===== config.mk =====
export PLATFORM = sky130hd
export DESIGN_NAME = dmareg_chan
export DESIGN_NICKNAME = d
export VERILOG_FILES = /design/src/rtl/dmareg_pkg.sv /design/src/rtl/dmareg_status_merge.sv /design/src/rtl/dmareg_decode.sv /design/src/rtl/dmareg_selreg.sv /design/src/rtl/dmareg_chan.sv
export SDC_FILE = /design/constraint.sdc
export NUM_CORES = 1
export LEC_CHECK = 0
export ABC_AREA = 1
export BUFFER_PORTS_ARGS = -buffer_cell sky130_fd_sc_hd__buf_4
export CORE_UTILIZATION = 51
export DETAILED_ROUTE_END_ITERATION = 12
export GPL_ROUTABILITY_DRIVEN = 0
export PLACE_DENSITY = 0.81
export RECOVER_POWER = 100
export SLEW_MARGIN = 20
export SYNTH_ARGS = -nofsm -noshare
export SYNTH_HDL_FRONTEND = slang
export SYNTH_SLANG_ARGS = --single-unit

===== constraint.sdc =====
create_clock -name clk -period 1.9 [get_ports clk]
set_clock_uncertainty 0.2 [all_clocks]
set_input_delay 0.38 -clock clk [delete_from_list [all_inputs] [get_ports clk]]
set_output_delay 0.38 -clock clk [all_outputs]
set_load 0.05 [all_outputs]

===== src/rtl/dmareg_pkg.sv =====
package dmareg_pkg;
    localparam int DATA_W   = 32;
    localparam int ST_W     = 16;
    localparam int B_RUN    = 15;
    localparam int B_PAUSE  = 14;
    localparam int B_FLUSH  = 13;
    localparam int B_WAKE   = 12;
    localparam int B_DEAD   = 11;
    localparam int B_ACT    = 10;
    localparam int B_BT     = 8;
    localparam int DEV_W    = 8;
    localparam logic [ST_W-1:0] WR_MASK = 16'hF0FF;
    localparam int ALIGN_B  = 4;

    localparam int IDX_CTRL = 0;
    localparam int IDX_STAT = 1;
    localparam int IDX_CPTR = 2;
    localparam int IDX_SEL0 = 3;
endpackage


===== src/rtl/dmareg_status_merge.sv =====
module dmareg_status_merge
    import dmareg_pkg::*;
(
    input  logic [ST_W-1:0]   cur,
    input  logic              kill,
    input  logic              wr,
    input  logic [DATA_W-1:0] wdata,
    output logic [ST_W-1:0]   nxt,
    output logic              kick_n,
    output logic              flush_n
);
    logic [ST_W-1:0] base;
    logic [ST_W-1:0] en;
    logic [ST_W-1:0] val;
    logic [ST_W-1:0] s;
    logic            fl;

    always_comb begin
        base = cur;
        if (kill) begin
            base[B_DEAD] = 1'b1;
            base[B_ACT]  = 1'b0;
        end
        en  = wdata[DATA_W-1:ST_W];
        val = wdata[ST_W-1:0] & WR_MASK;
        s   = (val & en) | (base & ~en);
        fl  = 1'b0;
        if (s[B_WAKE]) begin
            s[B_ACT] = 1'b1;
        end
        if (s[B_RUN]) begin
            s[B_ACT]  = 1'b1;
            s[B_DEAD] = 1'b0;
        end
        if (s[B_PAUSE]) begin
            s[B_ACT] = 1'b0;
        end
        if (base[B_RUN] && !s[B_RUN]) begin
            s[B_ACT]  = 1'b0;
            s[B_DEAD] = 1'b0;
            if (s[B_FLUSH]) begin
                fl         = 1'b1;
                s[B_FLUSH] = 1'b0;
            end
        end
        if (s[B_FLUSH]) begin
            fl = 1'b1;
        end
        nxt     = wr ? s : base;
        kick_n  = wr & s[B_ACT];
        flush_n = wr & fl;
    end
endmodule


===== src/rtl/dmareg_decode.sv =====
module dmareg_decode
    import dmareg_pkg::*;
#(
    parameter int ADDR_W = 6,
    parameter int SEL_N  = 3
) (
    input  logic [ADDR_W-1:0]           addr,
    input  logic                        wr_en,
    input  logic [ST_W-1:0]             status,
    input  logic [DATA_W-1:0]           cptr,
    input  logic [SEL_N-1:0][DATA_W-1:0] sel,
    output logic                        wr_ctrl,
    output logic                        wr_cptr,
    output logic [SEL_N-1:0]            wr_sel,
    output logic [DATA_W-1:0]           rd_data
);
    localparam int IDX_W = ADDR_W - 2;

    logic [IDX_W-1:0] idx;
    logic [1:0]       unused_low;

    assign idx        = addr[ADDR_W-1:2];
    assign unused_low = addr[1:0];
    assign wr_ctrl    = wr_en && (idx == IDX_W'(IDX_CTRL));
    assign wr_cptr    = wr_en && (idx == IDX_W'(IDX_CPTR));

    for (genvar g = 0; g < SEL_N; g++) begin : g_wsel
        assign wr_sel[g] = wr_en && (idx == IDX_W'(IDX_SEL0 + g));
    end

    always_comb begin
        rd_data = '0;
        if (idx == IDX_W'(IDX_STAT)) begin
            rd_data = {{(DATA_W-ST_W){1'b0}}, status};
        end else if (idx == IDX_W'(IDX_CPTR)) begin
            rd_data = cptr;
        end else begin
            for (int k = 0; k < SEL_N; k++) begin
                if (idx == IDX_W'(IDX_SEL0 + k)) begin
                    rd_data = sel[k];
                end
            end
        end
    end
endmodule


===== src/rtl/dmareg_selreg.sv =====
module dmareg_selreg
    import dmareg_pkg::*;
(
    input  logic              clk,
    input  logic              rst_n,
    input  logic              we,
    input  logic [DATA_W-1:0] d,
    output logic [DATA_W-1:0] q
);
    always_ff @(posedge clk) begin
        if (!rst_n) begin
            q <= '0;
        end else if (we) begin
            q <= d;
        end
    end

    assert_sel_hold_R10: assert property (@(posedge clk) disable iff (!rst_n)
        !we |=> $stable(q));
endmodule


===== src/rtl/dmareg_chan.sv =====
module dmareg_chan
    import dmareg_pkg::*;
#(
    parameter int ADDR_W = 6,
    parameter int SEL_N  = 3
) (
    input  logic              clk,
    input  logic              rst_n,
    input  logic              wr_en,
    input  logic [ADDR_W-1:0] addr,
    input  logic [31:0]       wr_data,
    output logic [31:0]       rd_data,
    input  logic              seq_kill,
    output logic [15:0]       status_o,
    output logic [31:0]       cmd_ptr_o,
    output logic [31:0]       intr_sel_o,
    output logic [31:0]       branch_sel_o,
    output logic [31:0]       wait_sel_o,
    output logic              kick_o,
    output logic              flush_o,
    output logic              fetch_o
);
    logic [ST_W-1:0]              status_q;
    logic [ST_W-1:0]              st_nxt;
    logic [DATA_W-1:0]            cptr_q;
    logic [SEL_N-1:0][DATA_W-1:0] sel_q;
    logic [SEL_N-1:0]             wr_sel;
    logic                         wr_ctrl;
    logic                         wr_cptr;
    logic                         cptr_take;
    logic                         kick_n;
    logic                         flush_n;
    logic                         kick_q;
    logic                         flush_q;
    logic                         fetch_q;

    dmareg_decode #(.ADDR_W(ADDR_W), .SEL_N(SEL_N)) u_dec (
        .addr    (addr),
        .wr_en   (wr_en),
        .status  (status_q),
        .cptr    (cptr_q),
        .sel     (sel_q),
        .wr_ctrl (wr_ctrl),
        .wr_cptr (wr_cptr),
        .wr_sel  (wr_sel),
        .rd_data (rd_data)
    );

    dmareg_status_merge u_merge (
        .cur     (status_q),
        .kill    (seq_kill),
        .wr      (wr_ctrl),
        .wdata   (wr_data),
        .nxt     (st_nxt),
        .kick_n  (kick_n),
        .flush_n (flush_n)
    );

    for (genvar g = 0; g < SEL_N; g++) begin : g_sel
        dmareg_selreg u_sel (
            .clk   (clk),
            .rst_n (rst_n),
            .we    (wr_sel[g]),
            .d     (wr_data),
            .q     (sel_q[g])
        );
    end

    assign cptr_take = wr_cptr && !status_q[B_ACT];

    always_ff @(posedge clk) begin
        if (!rst_n) begin
            status_q <= '0;
            cptr_q   <= '0;
            kick_q   <= 1'b0;
            flush_q  <= 1'b0;
            fetch_q  <= 1'b0;
        end else begin
            status_q <= st_nxt;
            kick_q   <= kick_n;
            flush_q  <= flush_n;
            fetch_q  <= cptr_take;
            if (cptr_take) begin
                cptr_q <= {wr_data[DATA_W-1:ALIGN_B], {ALIGN_B{1'b0}}};
            end
        end
    end

    assign status_o     = status_q;
    assign cmd_ptr_o    = cptr_q;
    assign intr_sel_o   = sel_q[0];
    assign branch_sel_o = sel_q[1];
    assign wait_sel_o   = sel_q[2];
    assign kick_o       = kick_q;
    assign flush_o      = flush_q;
    assign fetch_o      = fetch_q;

    assert_pause_blocks_active_R3: assert property (@(posedge clk) disable iff (!rst_n)
        status_q[B_PAUSE] |-> !status_q[B_ACT]);
    assert_run_fall_clears_R4: assert property (@(posedge clk) disable iff (!rst_n)
        $fell(status_q[B_RUN]) |-> (!status_q[B_ACT] && !status_q[B_DEAD]));
    assert_kick_active_R5: assert property (@(posedge clk) disable iff (!rst_n)
        kick_q |-> status_q[B_ACT]);
    assert_cptr_frozen_R6: assert property (@(posedge clk) disable iff (!rst_n)
        status_q[B_ACT] |=> ($stable(cptr_q) && !fetch_q));
    assert_kill_R9: assert property (@(posedge clk) disable iff (!rst_n)
        (seq_kill && !wr_ctrl) |=> (status_q[B_DEAD] && !status_q[B_ACT]));
endmodule


==> reports/metrics.yaml <==
sta:
  finalSetupTns_ns: -4.653
  fin_crit_sh_pct: 110.2
  fmax_mhz: 477.7
  drv_slew: 0
  setup_ws_ns: -0.1934
  final-setup-viol-count: 32
  post-route-min-period_ns: 2.093
  rsz0062_at_grt: "yes"
  finalHoldViolCount: 0
global_route:
  grt_pass1_wl_um: 38540
  grt-ovfl-total: 0
  grt_pass1_vias: 7384
  grt_max_degree: 96
  antenna_found_initial: 0
  grtUsageTotal_pct: 38.11
place:
  dp_hpwl_um: 16460
  port_buffers: 214
  post-place-ws_ns: -0.1576
power:
  ir_drop_uv: 614.9
  leakagePower_nw: 4.742
  power_per_cell_area_nw_per_um2: 729.4
route:
  dr_total_vias: 8579
  drc_errors: 0
  first_pass_iters: 6
  wl_met3_um: 3370
  antenna_left: 0
  wl_per_cell_um: 19.67
  dr_wl_met2_um: 13210
  drtIter0Drc: 1076
  wirelength_um: 28000
  top_layer_used: "met4"
  via_per_inst: 6.029
  met1Wirelength_um: 10010
cts:
  path_clk_slew_ns: 0.06
  cts_buffers: 17
  insertion_delay_ns: 0.43
  h-tree-depth: 4
  cts_tree: "built"
  clock_path_buffers: 2
  clock_sinks: 143
  cts_root_buffer: "clkbuf_16"
logic_synthesis:
  synth-compound-area-share_pct: 10.02
  synth_edf_count: 0
  synth-simple-area-share_pct: 38.37
  synthCells: 986
  yosys_warnings: 0
  yosys.area_share.adder_pct: 0
  ys_types: 20
  ys_ff_latch: 143
  synth_area_sq_um: 6594
  synth_mux_area_share_pct: 0
  synth_top_family_by_area: "simple AND/OR/NAND/NOR gates"
  dominantRegCellSynth: "dfxtp_1"
  syn_avg_cell_area_sq_um: 6.687
  synthXorXnorAreaFrac_pct: 0
  ys_seq_area_share_pct: 43.42
  async_reset_ff_share_pct: 0
critical_path:
  crit_fanout: 8
  worstPathRequired_ns: 1.32
  cp-start-kind: "input pin"
  reg2reg_to: "cmd_ptr_o[22]$_SDFFE_PN0P_"
  arrival_ns: 1.51
  ff2ff_setup_slack_ns: 0.53
  reg2reg_from: "status_o[10]$_SDFF_PN0_"
  r2r.worst_path.cells: 5
  path_class: "input pin to output port"
  cp-end-kind: "output port"
floorplan:
  rows: 41
  die_area_sq_um: 13390
  chipWidth_um: 115.7
  initial_core_util_pct: 52.25
  die_h_um: 115.7
  io-pin-count: 221
  coreArea_sq_um: 12620
worst_hold_path:
  worstHoldStart: "wr_data[8]"
  whs_path_depth: 3
  holdPathEnd: "g_sel[0].u_sel.q[8]$_SDFFE_PN0P_"
  hp-class: "input pin to flip-flop"
final_layout:
  final_net_count: 1281
  final_common_cell: "buf_4"
  fill_cells: 737
  final_cell_mix: "233 x buf_4, 211 x nand2_1, 143 x dfxtp_1, 117 x nor2_1, 99 x nand3_1"
  diodes: 0
  multi_input_area_sq_um: 3729
  drive_above_1_share_pct: 36.29
  area_growth_pct: 59.98
  regArea_sq_um: 2863
status:
  violations: "negative setup slack"
  status: "finished, violations left"
run:
  drv_cap: 0
[registers in the layout (all words and copies together) (netlist names), named ones only]
name / cells
fetch_o: 1
kick_o: 1
g_sel.u_sel.q: 96
status_o: 8
flush_o: 1
cmd_ptr_o: 28
[cell type report]
cell class	instances	share of cell area (%)
multi-input combinational	725	35.35
timing repair buffer	310	27.99
sequential	143	27.14
clock buffer	27	4.958
tap	172	2.040
inverter	42	1.601
clock inverter	4	0.9252
[critical path, cell delays in order]
cell and delay (ns):
buf_12 0.10, inv_6 0.04, nor2_4 0.19, buf_6 0.17
clkbuf_16 0.18, nand3_1 0.08, nand2_1 0.08, nor2_1 0.06
nand3_2 0.07, buf_8 0.14
[where the power goes]
group,total [mW],switching (mW),internal [mW]
clock network,3.52,1.25,2.27
logic,1.08,0.705,0.376
registers,3.09,0.0440,3.05
total,7.69,2.00,5.69
[cells in the mapped netlist (2+ instances only)]
cell	n	area share (%)
buf_2	36	2.7
inv_2	4	0.23
nand2_1	236	13
o21ai_1	10	0.76
nor2_2	4	0.38
o21ai_0	26	2.0
buf_4	10	1.1
nand3_1	135	10
nand3b_1	2	0.23
nor2_1	163	9.3
inv_1	37	2.1
buf_1	6	0.34
nor2_4	2	0.34
clkbuf_1	27	1.5
a21oi_1	96	7.3
nand4_1	46	4.4
dfxtp_1	143	43
[per-layer routing]
layer	global-route usage (%)	vias up
met3	9.362	157
met5	0	-
met1	47.83	3968
li1	-	3742
met2	61.24	712
met4	19.06	0
[metrics by stage]
step                instances  util (%)  cell area (sq um)  hold slack [ns]  power [mW]
floorplan                 989         -               6822           0.2725       3.656
global placement         1364     71.00               8960           0.2629       4.031
detailed placement       1364     71.00               8960           0.2675       4.043
CTS                      1413     80.14              10110         0.004012       7.572
global route             1423     83.59              10550          0.01748       7.889
finish                   1423     83.59              10550          0.01068       7.694
[repair_timing]
| item | CTS | global route |
|---|---|---|
| gates resized for setup | 90 | 71 |
| buffers inserted | 11 | 5 |
| pin swaps | 7 | 31 |
| setup endpoints to repair | 32 | 32 |
| endpoints found under the hold margin | 2 | 0 |
| cloned | 5 | 6 |
| hold buffers | 2 | 0 |
[how the worst max path moves through the flow]
| stage | from | endpoint | slack, ns |
|---|---|---|---|
| 3_3_place_gp | addr[3] | rd_data[29] | -0.15 |
| 3_5_place_dp | addr[3] | rd_data[10] | -0.16 |
| 2_1_floorplan | addr[3] | rd_data[0] | -0.04 |
| 6_report | addr[4] | rd_data[4] | -0.19 |
| 4_1_cts | addr[4] | rd_data[24] | -0.08 |
| 5_1_grt | addr[4] | rd_data[4] | -0.25 |
[cell families after synthesis]
kind of cell | Yosys count
other | 1
AO/OA/AOI/OAI | 132
buffers and inverters | 121
flip-flops | 143
AND/OR/NAND/NOR | 589
Power figures use the tool's default switching activity.
